<file path="config.mk">
export PLATFORM = sky130hd
export DESIGN_NAME = wdt_two_stage
export DESIGN_NICKNAME = d
export VERILOG_FILES = /design/src/rtl/wdt_pkg.sv /design/src/rtl/wdt_datapath.sv /design/src/rtl/wdt_control.sv /design/src/rtl/wdt_two_stage.sv
export SDC_FILE = /design/constraint.sdc
export NUM_CORES = 1
export LEC_CHECK = 0
export BUFFER_PORTS_ARGS = -buffer_cell sky130_fd_sc_hd__buf_2
export CELL_PAD_IN_SITES_DETAIL_PLACEMENT = 0
export CELL_PAD_IN_SITES_GLOBAL_PLACEMENT = 1
export CORE_MARGIN = 4
export CORE_UTILIZATION = 45
export CTS_CLUSTER_DIAMETER = 40
export DETAILED_ROUTE_END_ITERATION = 8
export PLACE_DENSITY_LB_ADDON = 0.12
export SLEW_MARGIN = 0
export SYNTH_ARGS = -nofsm -noshare
export SYNTH_HDL_FRONTEND = slang
export SYNTH_SLANG_ARGS = --single-unit
</file>
<file path="constraint.sdc">
create_clock -name clk -period 4.2 [get_ports clk]
set_input_delay 0.63 -clock clk [delete_from_list [all_inputs] [get_ports clk]]
set_output_delay 0.63 -clock clk [all_outputs]
set_load 0.005 [all_outputs]
</file>
<file path="src/rtl/wdt_pkg.sv">
package wdt_pkg;

  // Control -> datapath strobes
  typedef struct packed {
    logic       runEn;
    logic       restart;
    logic [1:0] mode;
  } wdStrobe_t;

  // Datapath -> control events
  typedef struct packed {
    logic timeoutHit;
    logic graceDone;
  } wdEvent_t;

  localparam int BIT_RESTART = 0;
  localparam int BIT_RSTEN   = 1;
  localparam int BIT_CAUSE   = 2;
  localparam int BIT_IRQF    = 3;
  localparam int BIT_MODE_LO = 4;
  localparam int BIT_RUN     = 6;

endpackage

</file>
<file path="src/rtl/wdt_datapath.sv">
module wdt_datapath
  import wdt_pkg::*;
#(
  parameter int CNT_W       = 26,
  parameter int TH_SHIFT    = 0,
  parameter int GRACE_CLKS  = 512
) (
  input  logic      clk,
  input  logic      rstN,
  input  wdStrobe_t strobes,
  output wdEvent_t  events
);

  localparam int GRACE_W = $clog2(GRACE_CLKS);
  localparam int NUM_MODES = 4;

  logic [CNT_W-1:0]   mainCnt;
  logic [GRACE_W-1:0] graceCnt;
  logic               graceActive;
  logic [CNT_W-1:0]   thrMinusOne [NUM_MODES];
  logic               active;

  // One terminal value per mode, each interval 8x the previous
  for (genvar g = 0; g < NUM_MODES; g++) begin : g_thr
    localparam longint THR = longint'(1) << (17 + 3*g - TH_SHIFT);
    assign thrMinusOne[g] = CNT_W'(THR - 1);
  end

  assign active = strobes.runEn && !strobes.restart;

  assign events.timeoutHit = active && !graceActive &&
                             (mainCnt >= thrMinusOne[strobes.mode]);
  assign events.graceDone  = active && graceActive &&
                             (graceCnt == GRACE_W'(GRACE_CLKS - 1));

  always_ff @(posedge clk or negedge rstN) begin
    if (!rstN) begin
      mainCnt     <= '0;
      graceCnt    <= '0;
      graceActive <= 1'b0;
    end else if (!active || events.graceDone) begin
      mainCnt     <= '0;
      graceCnt    <= '0;
      graceActive <= 1'b0;
    end else if (graceActive) begin
      graceCnt    <= graceCnt + 1'b1;
    end else if (events.timeoutHit) begin
      graceActive <= 1'b1;
      graceCnt    <= '0;
    end else begin
      mainCnt     <= mainCnt + 1'b1;
    end
  end

  // stopped watchdog holds its counters at zero
  assert_stopped_idle_R10: assert property (@(posedge clk) disable iff (!rstN)
    (!strobes.runEn) |=> (mainCnt == '0 && !graceActive));

  // main count freezes while the grace window runs
  assert_hold_in_grace_R3: assert property (@(posedge clk) disable iff (!rstN)
    (graceActive && active && !events.graceDone) |=> $stable(mainCnt));

  // grace count advances by one each cycle of the window
  assert_grace_step_R3: assert property (@(posedge clk) disable iff (!rstN)
    (graceActive && active && !events.graceDone) |=>
      (graceCnt == $past(graceCnt) + 1'b1));

endmodule

</file>
<file path="src/rtl/wdt_control.sv">
module wdt_control
  import wdt_pkg::*;
(
  input  logic       clk,
  input  logic       rstN,
  input  logic       wrEn,
  input  logic [7:0] wrData,
  input  logic       accessOpen,
  input  logic       irqEnable,
  input  wdEvent_t   events,
  output wdStrobe_t  strobes,
  output logic [7:0] ctrlRd,
  output logic       irqReq,
  output logic       sysRstPulse
);

  logic       protWr;
  logic       restartReq;
  logic       wdReset;
  logic       runBit;
  logic [1:0] modeBits;
  logic       rstEnBit;
  logic       restartBit;
  logic       irqFlag;
  logic       causeFlag;

  assign protWr     = wrEn && accessOpen;
  assign restartReq = protWr && wrData[BIT_RESTART];
  assign wdReset    = events.graceDone && rstEnBit;

  always_ff @(posedge clk or negedge rstN) begin
    if (!rstN) begin
      runBit     <= 1'b0;
      modeBits   <= 2'b00;
      rstEnBit   <= 1'b0;
      restartBit <= 1'b0;
    end else begin
      restartBit <= restartReq;
      if (protWr) begin
        runBit   <= wrData[BIT_RUN];
        modeBits <= wrData[BIT_MODE_LO +: 2];
        rstEnBit <= wrData[BIT_RSTEN];
      end
    end
  end

  // Interrupt flag: hardware set wins over a same-cycle clear
  always_ff @(posedge clk or negedge rstN) begin
    if (!rstN)                                irqFlag <= 1'b0;
    else if (events.timeoutHit)               irqFlag <= 1'b1;
    else if (wdReset)                         irqFlag <= 1'b0;
    else if (protWr && !wrData[BIT_IRQF])     irqFlag <= 1'b0;
  end

  // Reset-cause flag: clearable without the protection qualifier
  always_ff @(posedge clk or negedge rstN) begin
    if (!rstN)                                causeFlag <= 1'b0;
    else if (wdReset)                         causeFlag <= 1'b1;
    else if (wrEn && !wrData[BIT_CAUSE])      causeFlag <= 1'b0;
  end

  always_ff @(posedge clk or negedge rstN) begin
    if (!rstN) sysRstPulse <= 1'b0;
    else       sysRstPulse <= wdReset;
  end

  always_comb begin
    strobes.runEn   = runBit;
    strobes.restart = restartReq;
    strobes.mode    = modeBits;
  end

  assign ctrlRd = {1'b0, runBit, modeBits, irqFlag, causeFlag, rstEnBit, restartBit};
  assign irqReq = irqFlag && irqEnable;

  // reset request lasts one cycle
  assert_pulse_single_R3: assert property (@(posedge clk) disable iff (!rstN)
    sysRstPulse |=> !sysRstPulse);

  // disabled reset function never pulses
  assert_no_pulse_disabled_R4: assert property (@(posedge clk) disable iff (!rstN)
    (!rstEnBit) |=> !sysRstPulse);

  // restart bit self-clears unless re-written
  assert_restart_selfclear_R5: assert property (@(posedge clk) disable iff (!rstN)
    (restartBit && !restartReq) |=> !restartBit);

  // cause flag rises only together with a reset pulse
  assert_cause_with_pulse_R8: assert property (@(posedge clk) disable iff (!rstN)
    $rose(causeFlag) |-> sysRstPulse);

  // guarded fields hold without an open protection window
  assert_locked_fields_R9: assert property (@(posedge clk) disable iff (!rstN)
    (!protWr) |=> ($stable(runBit) && $stable(modeBits) && $stable(rstEnBit)));

endmodule

</file>
<file path="src/rtl/wdt_two_stage.sv">
module wdt_two_stage
  import wdt_pkg::*;
#(
  parameter int CNT_W      = 26,
  parameter int TH_SHIFT   = 0,
  parameter int GRACE_CLKS = 512
) (
  input  logic       clk,
  input  logic       rstN,
  input  logic       wrEn,
  input  logic [7:0] wrData,
  input  logic       accessOpen,
  input  logic       irqEnable,
  output logic [7:0] ctrlRd,
  output logic       irqReq,
  output logic       sysRstPulse
);

  wdStrobe_t strobes;
  wdEvent_t  events;

  wdt_control u_ctrl (
    .clk        (clk),
    .rstN       (rstN),
    .wrEn       (wrEn),
    .wrData     (wrData),
    .accessOpen (accessOpen),
    .irqEnable  (irqEnable),
    .events     (events),
    .strobes    (strobes),
    .ctrlRd     (ctrlRd),
    .irqReq     (irqReq),
    .sysRstPulse(sysRstPulse)
  );

  wdt_datapath #(
    .CNT_W     (CNT_W),
    .TH_SHIFT  (TH_SHIFT),
    .GRACE_CLKS(GRACE_CLKS)
  ) u_dp (
    .clk    (clk),
    .rstN   (rstN),
    .strobes(strobes),
    .events (events)
  );

endmodule

</file>
# After elaboration in Yosys (flattened, before gate mapping)
# Index checks and enable logic that the tools add are counted.
# word_totals
register_bits	44
input_bits	13
output_inout_bits	10
word_cells	56
# classes
add_sub_neg	2
order_cmp	2
n_eq_ne	3
muxes	17
n_bitwise	1
reduce_logical	21
# op_table
operator	n
$mux 26	5
$bmux 26 s2	1
$mux 9	3
$add 26x1->26 const B	1
$ge 26x26->1	1
$logic_and 1x1->1	11
$add 9x1->9 const B	1
$eq 9x9->1 const B	1
$mux 1	8
$reduce_bool 3->1	2
$logic_not 1->1	5
$ge 3x3->1 const B	1
$not 2->3	1
$ne 2x1->1 const B	1
$ne 2x2->1 const B	1
$reduce_and 2->1	1
$reduce_bool 2->1	1
$logic_or 1x1->1	1

# Logic depth before layout (Yosys ltp)
# logic_depth
ltp_word	9
depth_mapped	10
mapped_depth_nobuf	10

# Cells and area by module
# A second synthesis with hierarchy kept.
# hier_totals
cells_unflattened	271
hier_area_um2	2577.5
# modules_own_cells
module	instances	cells_each	area_per_inst_um2	seq_area_each_um2
wdt_datapath	1	238	2179.6	900.9
wdt_control	1	33	397.9	200.2

# Worst setup path after synthesis
# OpenSTA, ideal clock, no wires.
# synth_path
path_type	register to register
from	register u_dp.graceCnt[0]
to	register u_dp.mainCnt[19]
t_arrival_ps	2384
slack_ps	1750
path_stages_with_launch	11
synth_period_minus_slack_ps	2450
cell_sequence	dfrtp_1 > ha_1 > and3_1 > and3_1 > and3_1 > ha_1 > or3_1 > clkbuf_1 > nand2b_1 > buf_4 > a221o_1
# synth_between
elab_chain_len	5
word_cells_on_any_way	7
# synth_rtl
element	line_no	text
from (decl)	wdt_datapath.sv:18	logic [GRACE_W-1:0] graceCnt;
from (signal assigned)	wdt_datapath.sv:46	graceCnt <= graceCnt + 1'b1;
$eq 9x9->1 (*)	wdt_datapath.sv:34	(graceCnt == GRACE_W'(GRACE_CLKS - 1));
$logic_and 1x1->1 (*)	wdt_datapath.sv:33	assign events.graceDone = active && graceActive &&
$logic_or 1x1->1 (*)	wdt_datapath.sv:41	end else if (!active || events.graceDone) begin
$ne 2x2->1 (no line) / $ne 2x1->1 (equally long branches)	n/a	
$reduce_and 2->1 (no line)	n/a	
to (signal assigned)	wdt_datapath.sv:51	mainCnt <= mainCnt + 1'b1;
to (decl)	wdt_datapath.sv:17	logic [CNT_W-1:0] mainCnt;
# Every way passes the cells marked *; elsewhere a longest branch is shown, timed or not.
# A chain may end at the register's enable or synchronous reset.

# Final worst setup path
# layout_path
from	register u_ctrl.modeBits[1]
to	register u_dp.mainCnt[9]
# layout_between
elab_chain_len	8
# layout_rtl
element	line_no	text
from (decl)	wdt_control.sv:21	logic [1:0] modeBits;
from (signal assigned)	wdt_control.sv:41	modeBits <= wrData[BIT_MODE_LO +: 2];
$not 2->3 (implied by the code)	wdt_datapath.sv:32	(mainCnt >= thrMinusOne[strobes.mode]);
$bmux 26 s2	wdt_datapath.sv:32	
$mux 26 (implied by the code) (2 in series)	wdt_datapath.sv:32	
$ge 26x26->1	wdt_datapath.sv:32	
$logic_and 1x1->1	wdt_datapath.sv:31	assign events.timeoutHit = active && !graceActive &&
$ne 2x1->1 (no line)	n/a	
$reduce_and 2->1 (no line)	n/a	
# Every way passes these cells. The select of a mux whose other input is x is not followed.

==> impl_metrics.csv <==
group,metric,value,unit
place,portBuffers,20,
route,wl_met3,159,um
clock_tree,cts_tree,"done",
clock_tree,cts_sinks,44,
sta,fin_crit,3070,ps
sta,tns,0,ps
finish,final_nets,312,
critical_path,r2r_slack,1130,ps
finish,multi_input_area,0.00135,mm^2
route,dr.max_layer_used,"met4",
critical_path,path_cells,"nand2_1, ha_1, nand4_1, nor4_1, a211oi_2, o22ai_2, nand2b_1, a221o_1",
critical_path,r2r_cells,8,
route,m1WireLength,2.75,mm
route,vias_per_cell,5.79,
grt,antenna_found_initial,0,
finish,area_growth,7.81,%
hold_path,holdCritPathClass,"register to register",
die,die_width,83.7,um
critical_path,start_kind,"register",
place,placed_cells,355,
clock_tree,clk_latency,300,ps
critical_path,path_depth,8,
critical_path,worstSetupPathType,"register to register",
critical_path,critPathArrivalTime,3300,ps
route,num_vias,2100,
yosys,synth_nets,299,
route,routed_wl,5.71,mm
route,ant_nets,0,
route,post-route-drc-count,0,
sta,hold_violations,0,
die,initial_core_util,0.465,
finish,final_layout_size_suffix_gt1_frac,0.141,
sta,skew,6.18,ps
clock_tree,clkTransAtPathRegs,80,ps
yosys,yosys_warnings,0,
place,dp_hpwl,4.01,mm
yosys,synth_area,0.00258,mm^2
yosys,ys_seq_area_frac,0.427,
critical_path,max_stage_delay,570,ps
finish,fillers,563,
yosys,ys_seq_elements,44,
clock_tree,cts_setup_buffers,0,
run,maxCapViolations,0,
power,total_power,857,uW
grt,first_global_vias,2082,
clock_tree,cts-resized-gates,0,
grt,grt_max_degree,45,
yosys,synthCells,277,
sta,rsz0062_at_grt,"no",
critical_path,crit_family,"simple AND/OR/NAND/NOR gates",
sta,slew_violations,0,
power,power.leakage,1.32,nW
place,gp_congestion,0.759,
route,drt_first_pass_iters,4,
clock_tree,root_buffer,"clkbuf_8",
grt,grt_pass1_wl,10.1,mm
power,power.density,308,mW/mm^2
grt,grt-ovfl-total,0,
critical_path,worstSetupEndpoint,"u_dp.mainCnt[9]$_DFFE_PN0P_",
sta,max-slew-margin-rel,0.334,
die,ioPinCount,23,
critical_path,cp-end-kind,"register",
sta,finalSetupViolCount,0,
clock_tree,cts_max_level,2,
sta,fmax,326,MHz
critical_path,critPathSlowestCell,"nand2b_1",
finish,register_area,0.00110,mm^2
yosys,synthArstFlopShare,1.00,
yosys,yosys.cell_count.top_type,"dfrtp_1",
die,row_count,27,
route,wl_met2,2.75,mm
critical_path,reg2reg_from,"u_ctrl.modeBits[1]$_DFFE_PN0P_",
finish,diodes,0,
yosys,synthTopCellsByArea,"dfrtp_1, nand2_1, ha_1",
die,coreArea,0.00554,mm^2
clock_tree,cts_buffers,5,
yosys,synth_top_area_share,0.427,
yosys,yosys.area.top_type,"dfrtp_1",
yosys,ys.flop_type,"dfrtp_1",
yosys,synth_common_cells,"dfrtp_1, nand2_1, o21ai_0",
yosys,yosys.cell_types.count,52,
route,drtIter0Drc,84,
clock_tree,hold_buffers,0,
critical_path,cp.required,4430,ps
critical_path,startpoint,"u_ctrl.modeBits[1]$_DFFE_PN0P_",
die,die_h,83.7,um
sta,tightest_slew,999,ps
yosys,postSynthAreaPerCell,9.31,um^2
sta,period_share,0.731,
power,peakVddDrop,0.000173,V
finish,fin_cells,363,
hold_path,min_path_cells,1,
critical_path,cp_max_fo,15,
status,status,"finished clean",
die,die_area,0.00701,mm^2
clock_tree,clock_path_buffers,2,
critical_path,path_buf_inv,0,
grt,grt_usage,0.175,
yosys,synth_edf_count,0,
critical_path,rr_endpoint,"u_dp.mainCnt[9]$_DFFE_PN0P_",
route,detail_route.wl_per_cell,15.7,um
power by group:
part,internal [mW],switching [mW],total (mW),leakage (nW)
registers,0.434,0.0118,0.446,0.603
logic,0.0309,0.0587,0.0896,0.659
clock network,0.177,0.145,0.322,0.0552
cells by family (layout without fill, tap and decap cells):
logic type | after synthesis | count (layout) | synth area share
AO/OA/AOI/OAI | 68 | 68 | 0.185
XOR/XNOR | 2 | 2 | 0.00679
adder cells (fa/ha/maj) | 9 | 9 | 0.0437
buffers and inverters | 22 | 36 | 0.0505
flip-flops | 44 | 44 | 0.427
multiplexers | 5 | 5 | 0.0213
other | 1 | 1 | 0.00145
AND/OR/NAND/NOR | 126 | 126 | 0.264
layer usage:
metal	vias up	global-route usage
met1	1019	0.231
met4	0	0.0614
li1	1055	-
met3	5	0.0306
met2	21	0.290
met5	-	0
worst min-delay path by stage:
| stage | start | endpoint | slack, ps |
|---|---|---|---|
| floorplan | rstN | u_ctrl.causeFlag$_DFFE_PN0P_ | 330 |
| global placement | u_dp.graceCnt[7]$_DFFE_PN0P_ | u_dp.graceCnt[7]$_DFFE_PN0P_ | 470 |
| detailed placement | u_dp.graceCnt[7]$_DFFE_PN0P_ | u_dp.graceCnt[7]$_DFFE_PN0P_ | 480 |
| CTS | u_dp.graceCnt[7]$_DFFE_PN0P_ | u_dp.graceCnt[7]$_DFFE_PN0P_ | 490 |
| global route | u_dp.graceCnt[7]$_DFFE_PN0P_ | u_dp.graceCnt[7]$_DFFE_PN0P_ | 520 |
| finish | u_dp.graceCnt[7]$_DFFE_PN0P_ | u_dp.graceCnt[7]$_DFFE_PN0P_ | 480 |
through the flow:
step / setup slack [ps] / util / area (um^2) / hold slack (ps)
final: 1130 / 0.502 / 2780 / 485
after global routing: 800 / 0.502 / 2780 / 518
after CTS: 1080 / 0.502 / 2780 / 487
after detailed placement: 1080 / 0.482 / 2670 / 476
after global placement: 1140 / 0.482 / 2670 / 471
after floorplan: 1750 / - / 2580 / 334
layout by cell type (no fill, tap or decap), types with 9 or more instances in the layout:
cell,instances
dfrtp_1,44
nand2_1,33
o21ai_0,20
buf_2,20
and3_1,16
nor2_1,15
nand3_1,12
nand4_1,9
ha_1,9
layout make-up:
class / instances / share of cell area
Inverter: 7 / 0.00945
Clock buffer: 6 / 0.0261
Multi-Input combinational cell: 211 / 0.485
Clock inverter: 2 / 0.0126
Timing Repair Buffer: 21 / 0.0387
Sequential cell: 44 / 0.396
Tap cell: 72 / 0.0324
state kept, by name, indices dropped and copies added (netlist names):
signal and count:
u_ctrl.rstEnBit 1, u_ctrl.irqFlag 1, u_ctrl.restartBit 1, u_ctrl.causeFlag 1
u_ctrl.runBit 1, u_ctrl.sysRstPulse 1, u_ctrl.modeBits 2, u_dp.graceActive 1
u_dp.mainCnt 26, u_dp.graceCnt 9
Note: power is estimated with default switching activity, not from simulation.
